===== config.mk =====
export PLATFORM = sky130hd
export DESIGN_NAME = rhythm_pwm
export DESIGN_NICKNAME = d
export VERILOG_FILES = /design/src/rtl/rpwm_pkg.sv /design/src/rtl/rpwm_cycle.sv /design/src/rtl/rpwm_rhythm.sv /design/src/rtl/rpwm_regs.sv /design/src/rtl/rhythm_pwm.sv
export SDC_FILE = /design/constraint.sdc
export NUM_CORES = 1
export LEC_CHECK = 0
export BUFFER_PORTS_ARGS = -buffer_cell sky130_fd_sc_hd__buf_2
export CORE_UTILIZATION = 33
export CTS_BUF_LIST = sky130_fd_sc_hd__clkbuf_2
export DETAILED_ROUTE_END_ITERATION = 8
export GPL_ROUTABILITY_DRIVEN = 0
export GPL_TIMING_DRIVEN = 0
export PLACE_DENSITY_LB_ADDON = 0.12
export REMOVE_ABC_BUFFERS = 1
export SLEW_MARGIN = 20
export SYNTH_ARGS = -nofsm -noshare
export SYNTH_HDL_FRONTEND = slang
export SYNTH_SLANG_ARGS = --single-unit

===== constraint.sdc =====
create_clock -name clk -period 2.47 [get_ports clk]
set_input_delay 0.494 -clock clk [delete_from_list [all_inputs] [get_ports clk]]
set_output_delay 0.494 -clock clk [all_outputs]
set_load 0.01 [all_outputs]

===== src/rtl/rpwm_pkg.sv =====
package rpwm_pkg;

    typedef enum logic [2:0] {
        A_CTRL    = 3'd0,
        A_PATTERN = 3'd1,
        A_PERIOD  = 3'd2,
        A_DUTY    = 3'd3,
        A_RELOAD  = 3'd4,
        A_STATUS  = 3'd5,
        A_INTCLR  = 3'd6
    } reg_addr_e;

    typedef enum logic {
        CYC_IDLE = 1'b0,
        CYC_RUN  = 1'b1
    } cyc_state_e;

    typedef enum logic {
        RHY_IDLE = 1'b0,
        RHY_RUN  = 1'b1
    } rhy_state_e;

    // bit3 irq_mask, bit2 invert, bit1 rhy_en, bit0 run
    typedef struct packed {
        logic irq_mask;
        logic invert;
        logic rhy_en;
        logic run;
    } ctrl_t;

endpackage


===== src/rtl/rpwm_cycle.sv =====
module rpwm_cycle
    import rpwm_pkg::*;
#(
    parameter int CNT_W = 12
) (
    input  logic             clk,
    input  logic             rst_n,
    input  logic             run,
    input  logic [CNT_W-1:0] period,
    input  logic [CNT_W-1:0] duty,
    output logic             pwm_raw,
    output logic             idle
);

    cyc_state_e       state, state_n;
    logic [CNT_W-1:0] cnt, cnt_n;

    always_ff @(posedge clk) begin
        if (!rst_n) begin
            state <= CYC_IDLE;
            cnt   <= '0;
        end else begin
            state <= state_n;
            cnt   <= cnt_n;
        end
    end

    always_comb begin
        state_n = state;
        cnt_n   = cnt;
        unique case (state)
            CYC_IDLE: begin
                cnt_n = '0;
                if (run) state_n = CYC_RUN;          // start
            end
            CYC_RUN: begin
                if (cnt == period) begin
                    cnt_n   = '0;
                    state_n = run ? CYC_RUN : CYC_IDLE; // wrap / finish
                end else begin
                    cnt_n = cnt + 1'b1;
                end
            end
        endcase
    end

    always_comb begin
        pwm_raw = (state == CYC_RUN) && (cnt < duty);
        idle    = (state == CYC_IDLE);
    end


    mid_period_hold_chk: assert property (@(posedge clk) disable iff (!rst_n)
        (state == CYC_RUN && cnt != period) |=> (state == CYC_RUN));

endmodule


===== src/rtl/rpwm_rhythm.sv =====
module rpwm_rhythm
    import rpwm_pkg::*;
#(
    parameter int SLOTS    = 20,
    parameter int RELOAD_W = 20,
    localparam int SLOT_W  = $clog2(SLOTS)
) (
    input  logic                clk,
    input  logic                rst_n,
    input  logic                en,
    input  logic [RELOAD_W-1:0] reload,
    output logic [SLOT_W-1:0]   slot,
    output logic                running,
    output logic                pass_done
);

    localparam logic [SLOT_W-1:0] LAST_SLOT = SLOT_W'(SLOTS - 1);

    rhy_state_e          state, state_n;
    logic [RELOAD_W-1:0] tick, tick_n;
    logic [SLOT_W-1:0]   slot_n;

    always_ff @(posedge clk) begin
        if (!rst_n) begin
            state <= RHY_IDLE;
            tick  <= '0;
            slot  <= '0;
        end else begin
            state <= state_n;
            tick  <= tick_n;
            slot  <= slot_n;
        end
    end

    always_comb begin
        state_n   = state;
        tick_n    = tick;
        slot_n    = slot;
        pass_done = 1'b0;
        unique case (state)
            RHY_IDLE: begin
                tick_n = '0;
                slot_n = '0;
                if (en) state_n = RHY_RUN;           // arm
            end
            RHY_RUN: begin
                if (!en) begin                        // disarm
                    state_n = RHY_IDLE;
                    tick_n  = '0;
                    slot_n  = '0;
                end else if (tick == reload) begin    // advance
                    tick_n = '0;
                    if (slot == LAST_SLOT) begin
                        slot_n    = '0;
                        pass_done = 1'b1;
                    end else begin
                        slot_n = slot + 1'b1;
                    end
                end else begin
                    tick_n = tick + 1'b1;
                end
            end
        endcase
    end

    always_comb begin
        running = (state == RHY_RUN);
    end


    slot_range_chk: assert property (@(posedge clk) disable iff (!rst_n)
        {1'b0, slot} < (SLOT_W + 1)'(SLOTS));


    pass_wrap_chk: assert property (@(posedge clk) disable iff (!rst_n)
        pass_done |=> (slot == '0));

endmodule


===== src/rtl/rpwm_regs.sv =====
module rpwm_regs
    import rpwm_pkg::*;
#(
    parameter int DATA_W   = 32,
    parameter int ADDR_W   = 3,
    parameter int CNT_W    = 12,
    parameter int SLOTS    = 20,
    parameter int RELOAD_W = 20
) (
    input  logic                clk,
    input  logic                rst_n,
    input  logic                wr_en,
    input  logic [ADDR_W-1:0]   wr_addr,
    input  logic [DATA_W-1:0]   wr_data,
    input  logic [ADDR_W-1:0]   rd_addr,
    input  logic                pass_done,
    input  logic                cyc_idle,
    input  logic                rhy_idle,
    output ctrl_t               ctrl,
    output logic [SLOTS-1:0]    pattern,
    output logic [CNT_W-1:0]    period,
    output logic [CNT_W-1:0]    duty,
    output logic [RELOAD_W-1:0] reload,
    output logic                pending,
    output logic [DATA_W-1:0]   rd_data
);

    logic wr_ctrl, wr_pat, wr_per, wr_duty, wr_rel, clr_req, reload_ok;
    logic unused_wdata;

    assign unused_wdata = ^wr_data;
    assign wr_ctrl   = wr_en && (wr_addr == A_CTRL);
    assign wr_pat    = wr_en && (wr_addr == A_PATTERN);
    assign wr_per    = wr_en && (wr_addr == A_PERIOD);
    assign wr_duty   = wr_en && (wr_addr == A_DUTY);
    assign wr_rel    = wr_en && (wr_addr == A_RELOAD);
    assign clr_req   = wr_en && (wr_addr == A_INTCLR) && wr_data[0];
    assign reload_ok = !ctrl.rhy_en && cyc_idle && rhy_idle;

    always_ff @(posedge clk) begin
        if (!rst_n) begin
            ctrl    <= ctrl_t'(4'b1000);
            pattern <= '0;
            period  <= '0;
            duty    <= '0;
            reload  <= '0;
            pending <= 1'b0;
        end else begin
            if (wr_ctrl) ctrl    <= ctrl_t'(wr_data[3:0]);
            if (wr_pat)  pattern <= wr_data[SLOTS-1:0];
            if (wr_per)  period  <= wr_data[CNT_W-1:0];
            if (wr_duty) duty    <= wr_data[CNT_W-1:0];
            if (wr_rel && reload_ok) reload <= wr_data[RELOAD_W-1:0];
            if (pass_done)    pending <= 1'b1;
            else if (clr_req) pending <= 1'b0;
        end
    end

    always_comb begin
        rd_data = '0;
        case (rd_addr)
            A_CTRL:    rd_data = DATA_W'(ctrl);
            A_PATTERN: rd_data = DATA_W'(pattern);
            A_PERIOD:  rd_data = DATA_W'(period);
            A_DUTY:    rd_data = DATA_W'(duty);
            A_RELOAD:  rd_data = DATA_W'(reload);
            A_STATUS:  rd_data = DATA_W'({rhy_idle, cyc_idle, pending});
            default:   rd_data = '0;
        endcase
    end


    reload_hold_chk: assert property (@(posedge clk) disable iff (!rst_n)
        (!rhy_idle || !cyc_idle) |=> $stable(reload));


    pend_src_chk: assert property (@(posedge clk) disable iff (!rst_n)
        $rose(pending) |-> $past(pass_done));

endmodule


===== src/rtl/rhythm_pwm.sv =====
module rhythm_pwm
    import rpwm_pkg::*;
#(
    parameter int DATA_W   = 32,
    parameter int ADDR_W   = 3,
    parameter int CNT_W    = 12,
    parameter int SLOTS    = 20,
    parameter int RELOAD_W = 20
) (
    input  logic              clk,
    input  logic              rst_n,
    input  logic              wr_en,
    input  logic [ADDR_W-1:0] wr_addr,
    input  logic [DATA_W-1:0] wr_data,
    input  logic [ADDR_W-1:0] rd_addr,
    output logic [DATA_W-1:0] rd_data,
    output logic              pwm_out,
    output logic              irq
);

    localparam int SLOT_W = $clog2(SLOTS);

    ctrl_t               ctrl;
    logic [SLOTS-1:0]    pattern;
    logic [CNT_W-1:0]    period, duty;
    logic [RELOAD_W-1:0] reload;
    logic                pending, pass_done, cyc_idle, rhy_run, pwm_raw, gate;
    logic [SLOT_W-1:0]   slot;

    rpwm_regs #(
        .DATA_W(DATA_W), .ADDR_W(ADDR_W), .CNT_W(CNT_W),
        .SLOTS(SLOTS), .RELOAD_W(RELOAD_W)
    ) u_regs (
        .clk(clk), .rst_n(rst_n),
        .wr_en(wr_en), .wr_addr(wr_addr), .wr_data(wr_data),
        .rd_addr(rd_addr),
        .pass_done(pass_done), .cyc_idle(cyc_idle), .rhy_idle(!rhy_run),
        .ctrl(ctrl), .pattern(pattern), .period(period), .duty(duty),
        .reload(reload), .pending(pending), .rd_data(rd_data)
    );

    rpwm_cycle #(.CNT_W(CNT_W)) u_cycle (
        .clk(clk), .rst_n(rst_n), .run(ctrl.run),
        .period(period), .duty(duty),
        .pwm_raw(pwm_raw), .idle(cyc_idle)
    );

    rpwm_rhythm #(.SLOTS(SLOTS), .RELOAD_W(RELOAD_W)) u_rhythm (
        .clk(clk), .rst_n(rst_n), .en(ctrl.rhy_en), .reload(reload),
        .slot(slot), .running(rhy_run), .pass_done(pass_done)
    );

    always_comb begin
        gate    = rhy_run ? pattern[slot] : 1'b1;
        pwm_out = (pwm_raw & gate) ^ ctrl.invert;
        irq     = pending & ~ctrl.irq_mask;
    end


    idle_level_chk: assert property (@(posedge clk) disable iff (!rst_n)
        cyc_idle |-> (pwm_out == ctrl.invert));


    gate_level_chk: assert property (@(posedge clk) disable iff (!rst_n)
        (rhy_run && !pattern[slot]) |-> (pwm_out == ctrl.invert));


    irq_mask_chk: assert property (@(posedge clk) disable iff (!rst_n)
        irq |-> (pending && !ctrl.irq_mask));

endmodule


# Yosys cells after proc, flatten, opt, wreduce, memory -nomap -nowiden
# Cells that the tools add are included.
# word_totals
ff_bits,108
out_inout_bits,34
inputBits,41
wordCells,78
# classes
bitwise_logic,6
magnitude_cmp,2
muxes,23
eq_ne,14
add_sub_neg,3
n_reduce_logical,16
# op_table
cell,count
one-hot mux 20 bit (6 select lines),1
two-way mux 20 bit,2
one-hot mux 20 bit (2 select lines),1
one-hot mux 12 bit (2 select lines),1
"adder 20 x 1 -> 20 bit, second input constant",1
== test 20 bit,1
two-way mux 5 bit,3
"adder 12 x 1 -> 12 bit, second input constant",1
== test 12 bit,1
"== test 3 x 2 -> 1 bit, second input constant",4
"== test 3 bit, second input constant",4
less-than comparator 12 bit,1
two-way mux 12 bit,1
logical AND 1 bit,11
two-way mux 1 bit,11
one-hot mux 5 bit (2 select lines),1
"== test 3 x 1 -> 1 bit, second input constant",2
logical NOT 3 bit,2
"less-than comparator 5 x 6 -> 1 bit, second input constant",1
"adder 5 x 1 -> 5 bit, second input constant",1
binary-select mux 1 bit (select 5 bit),1
"== test 5 bit, second input constant",1
"inequality test 3 bit, second input constant",1
inverter 1 bit,3
5 further kinds,7

# Depth between registers and ports, before layout
# depth
word_depth,6
depth_mapped,7
mapped_depth_nobuf,7

# Cells and area by module
# Synthesis repeated with hierarchy kept, for this count alone.
# unflattened
cells_unflattened,642
area_unflattened_um2,5650.4
# modules_own_cells
mod,area_each_um2,cells_each,instances,seq_area_each_um2
rpwm_regs,3036.7,345,1,1381.3
rpwm_rhythm,1363.8,159,1,520.5
rpwm_cycle,1022.2,113,1,260.2
rhythm_pwm,227.7,25,1,0.0

# Least setup slack after synthesis
# No wires, ideal clock.
# synth_timing
path_kind,input to output
from,input port rd_addr[1]
to,output port rd_data[10]
path_stages,5
setup_slack_ps,389
t_required_ps,1976
arrival_ps,1587
path_cell_list,clkbuf_1 > buf_2 > mux2_2 > a22oi_1 > o21ai_0
# synth_between
elab_chain_cells,2
elab_cells_between_ends,7
cone_classes,eq/ne: 5; mux: 1; reduce/logical: 1
# synth_rtl
item,line_no,source
from (decl),rhythm_pwm.sv:15,"input logic [ADDR_W-1:0] rd_addr,"
== test 3 bit (tied with other cells),rpwm_regs.sv:61,case (rd_addr)
one-hot mux 20 bit (6 select lines) (*),rpwm_regs.sv:61,
to (decl),rhythm_pwm.sv:16,"output logic [DATA_W-1:0] rd_data,"
# Every way passes the cells marked *; elsewhere a longest branch is shown, timed or not.

# Worst setup path in the final report
# layout_timing
from,register u_cycle.cnt[5]
to,output port pwm_out
# layout_between
elab_chain_cells,4
# layout_rtl
item,line_no,source
from (decl),rpwm_cycle.sv:16,"logic [CNT_W-1:0] cnt, cnt_n;"
from (signal assigned),rpwm_cycle.sv:24,cnt <= cnt_n;
less-than comparator 12 bit,rpwm_cycle.sv:48,pwm_raw = (state == CYC_RUN) && (cnt < duty);
logical AND 1 bit,rpwm_cycle.sv:48,
AND 1 bit,rhythm_pwm.sv:55,pwm_out = (pwm_raw & gate) ^ ctrl.invert;
bitwise XOR 1 bit,rhythm_pwm.sv:55,
to (decl),rhythm_pwm.sv:17,"output logic pwm_out,"
# Every way passes these cells.

==> qor.yml <==
status:
  status: "complete, but fails checks"
  violations: "setup timing"
synth:
  synth-seq-cells: 108
  synthFlopType: "dfxtp_1"
  synth-warning-count: 0
  netlist_area_um2: 5800
  synth_edf_count: 0
  postSynth.asyncResetShare_pct: 0
  netlist_instances: 676
  yosys.area.top_type_share_pct: 37.3
  ys_types: 57
  yosysTopAreaCell: "dfxtp_1"
  ys_seq_area_share_pct: 37.3
  avgSynthCellArea_um2: 8.58
  synthTopCellsByArea: "dfxtp_1, nand2_1, xnor2_1"
setup_path:
  critPathLaunchType: "flop"
  worstPathArrival_ns: 2.44
  setup.worst_path.end_class: "output pin"
  cp_max_fo: 5
  worstSetupPathType: "reg2out"
  r2r_slack_ns: 0.44
  worstPathRequired_ns: 1.98
grt:
  grt_pass1_vias: 4630
  grt_overflow: 0
  grt_pass1_wl_um: 25800
  antenna_found_initial: 1
  track_usage_pct: 18.8
  grt_max_degree: 74
drt:
  routed_wl_um: 15900
  drt-initial-drc-count: 288
  wl_per_cell_um: 16.8
  route.detailed.drc: 0
  first_pass_iters: 5
  vias: 4704
  vias_per_cell: 4.95
  ant_nets: 0
placed_design:
  dpl.hpwl_um: 11600
  pre_cts_ws_ns: -0.678
  io_buffers: 50
clock_network:
  ctsRootBufferMaster: "clkbuf_2"
  cts.sink_count: 108
  cts_buffer_depth: 2
  clk_pin_slew_worst_paths_ns: 0.28
  clk_latency_ns: 0.61
  cts_max_level: 3
  cts_tree: "built"
  numCtsBuffers: 9
sta:
  postLayoutSetupSlackWorst_ns: -0.465
  post-route-period-util_pct: 119
  finClkSkew_ns: 0.0258
  rsz0062_at_grt: "yes"
  final_max_slew_viol_count: 0
  setup_viol: 1
  period_minus_slack_ns: 2.93
  hold_viol: 0
  finalSetupTns_ns: -0.465
  fmax_mhz: 341
  worst_pin_slew_ns: 0.764
  slew_headroom_pct: 48.9
die:
  die_y_um: 135
  initial_core_util_pct: 33.6
  rows: 48
  io_pins: 75
  die_area_um2: 18100
  die_x_um: 135
  core-area_um2: 17200
pwr:
  clkPwrFrac_pct: 25.1
  switching_share_pct: 27.7
  ir_worst_vdd_v: 0.000205
  switchingPower_w: 0.000772
  p_per_area_nw_per_um2: 421
  combPwrFrac_pct: 10.5
  internal_power_w: 0.00201
  p_seq_share_pct: 64.4
  leakagePower_nw: 2.55
final_layout:
  area_growth_syn_to_layout_pct: 14.0
  fillCellCount: 1820
  drive_above_1_share_pct: 21.9
  layout.nets: 776
  fin_util_pct: 38.4
job:
  cap_violations: 0
min_path:
  hold_path.class: "in2reg"
==> synthesized netlist by cell type, drive strengths merged, types with 2 or more instances <==
master,instances
a21oi,7
or3,2
nand2,125
inv,15
a21bo,2
nor2,50
a21boi,45
mux4,3
o22ai,2
mux2,9
dfxtp,108
clkbuf,25
nor2b,39
and4,5
a32oi,2
and3,13
a2111oi,5
and2,2
nor4,6
o21ai,12
xnor2,39
a22oi,16
ha,14
xor2,23
a21o,3
nor3,3
a211o,2
nor3b,2
nand4,10
mux2i,31
nand2b,4
or2,2
nand3,12
buf,23
==> metal layers <==
| layer | up-vias | track usage (%) | share of wire, % |
|---|---|---|---|
| li1 | 2366 | - | - |
| met5 | - | 0 | 0 |
| met3 | 6 | 3.87 | 4.7 |
| met4 | 0 | 4.00 | 0.82 |
| met2 | 102 | 29.5 | 44 |
| met1 | 2230 | 26.4 | 50 |
==> stage by stage <==
step	power, W	area, µm²	hold WS (ns)	std cells
after floorplan	0.00196	5600	0.432	639
after global placement	0.00209	6130	0.472	914
after detailed placement	0.00210	6150	0.480	915
after CTS	0.00283	6520	0.0171	946
after global routing	0.00295	6610	0.0234	951
final	0.00278	6610	0.0934	951
==> cells by family after synthesis <==
group | after synthesis | share of synthesized area (%)
simple gates | 280 | 23.5
flops | 108 | 37.3
compound gates | 104 | 13.2
buf+inv | 64 | 5.20
xor+xnor | 62 | 9.37
mux | 43 | 8.33
fa+ha+maj | 14 | 3.02
other cells | 1 | 0.0647
==> area by class of cell <==
class / instances / area [µm²] / area share (%)
flip-flops and latches: 108 / 2210 / 33.4
inverters: 16 / 60.1 / 0.908
well taps: 225 / 282 / 4.26
multi-input cells: 515 / 3570 / 53.9
clock buffers: 11 / 55.1 / 0.833
clock inverters: 4 / 17.5 / 0.265
repair buffers: 71 / 420 / 6.36
diodes: 1 / 2.50 / 0.0379
==> power by group through the flow <==
stage | logic (W) | clock network (W) | registers [W]
final | 0.000292 | 0.000699 | 0.00179
after global routing | 0.000323 | 0.000826 | 0.00180
after CTS | 0.000287 | 0.000751 | 0.00179
after detailed placement | 0.000267 | 0 | 0.00183
after global placement | 0.000262 | 0 | 0.00183
after floorplan | 0.000145 | 0 | 0.00182
==> worst max-delay path, cell delays in order, from the launching register on <==
cell      delay (ns)
dfxtp_2         0.42
ha_1            0.31
nand4_1         0.09
or2_4           0.25
o32a_1          0.32
o211ai_2        0.11
xnor2_1         0.17
buf_2           0.16
==> repair_timing <==
| action | in CTS | in global routing |
|---|---|---|
| endpoints found under the hold margin | 0 | 0 |
| hold buffers | 0 | 0 |
| setup buffers | 16 | 4 |
| setup endpoints to repair | 19 | 12 |
| pin swaps | 8 | 7 |
| resized for setup | 47 | 26 |
==> path summary, 6_finish.rpt <==
kind | startpoint | endpoint | cells past startpoint
worst max-delay path | u_cycle.cnt[5] | pwm_out | 7
worst min-delay path | wr_data[15] | u_regs.pattern[15] | 3
worst max register to register | u_regs.reload[0] | u_rhythm.tick[13] | 5
worst min register to register | u_regs.duty[5] | u_regs.duty[5] | 2
==> state kept, by name, indices dropped and copies added (netlist names) <==
| signal | count |
|---|---|
| u_regs.pattern | 20 |
| u_regs.reload | 20 |
| u_rhythm.tick | 20 |
| u_cycle.cnt | 12 |
| u_regs.duty | 12 |
| u_regs.period | 12 |
| u_rhythm.slot | 5 |
| u_regs.ctrl | 4 |
| u_cycle.state | 1 |
| u_regs.pending | 1 |
| u_rhythm.running | 1 |
==> placed cells by master (no fill, tap or decap), types with 3 or more instances in the layout <==
master / netlist / routed
nand2_1: 124 / 123
dfxtp_1: 108 / 85
nor2_1: 49 / 48
buf_2: 10 / 48
a21boi_0: 45 / 44
xnor2_1: 39 / 39
nor2b_1: 39 / 34
mux2i_1: 31 / 31
xor2_1: 23 / 23
buf_4: 13 / 22
dfxtp_2: 0 / 16
a22oi_1: 16 / 15
and3_1: 13 / 13
nand3_1: 12 / 12
conb_1: 1 / 12
clkbuf_2: 0 / 11
inv_1: 15 / 10
nand4_1: 10 / 10
mux2_2: 9 / 9
o21ai_0: 12 / 9
a21oi_1: 7 / 7
ha_1: 14 / 7
ha_4: 0 / 7
dfxtp_4: 0 / 7
inv_2: 0 / 5
and4_1: 5 / 5
nor2b_4: 0 / 4
nand2b_1: 4 / 4
nor4_1: 5 / 4
o21ai_1: 0 / 3
mux4_2: 2 / 3
clkinv_1: 1 / 3
Note: power is estimated with default switching activity, not from simulation.
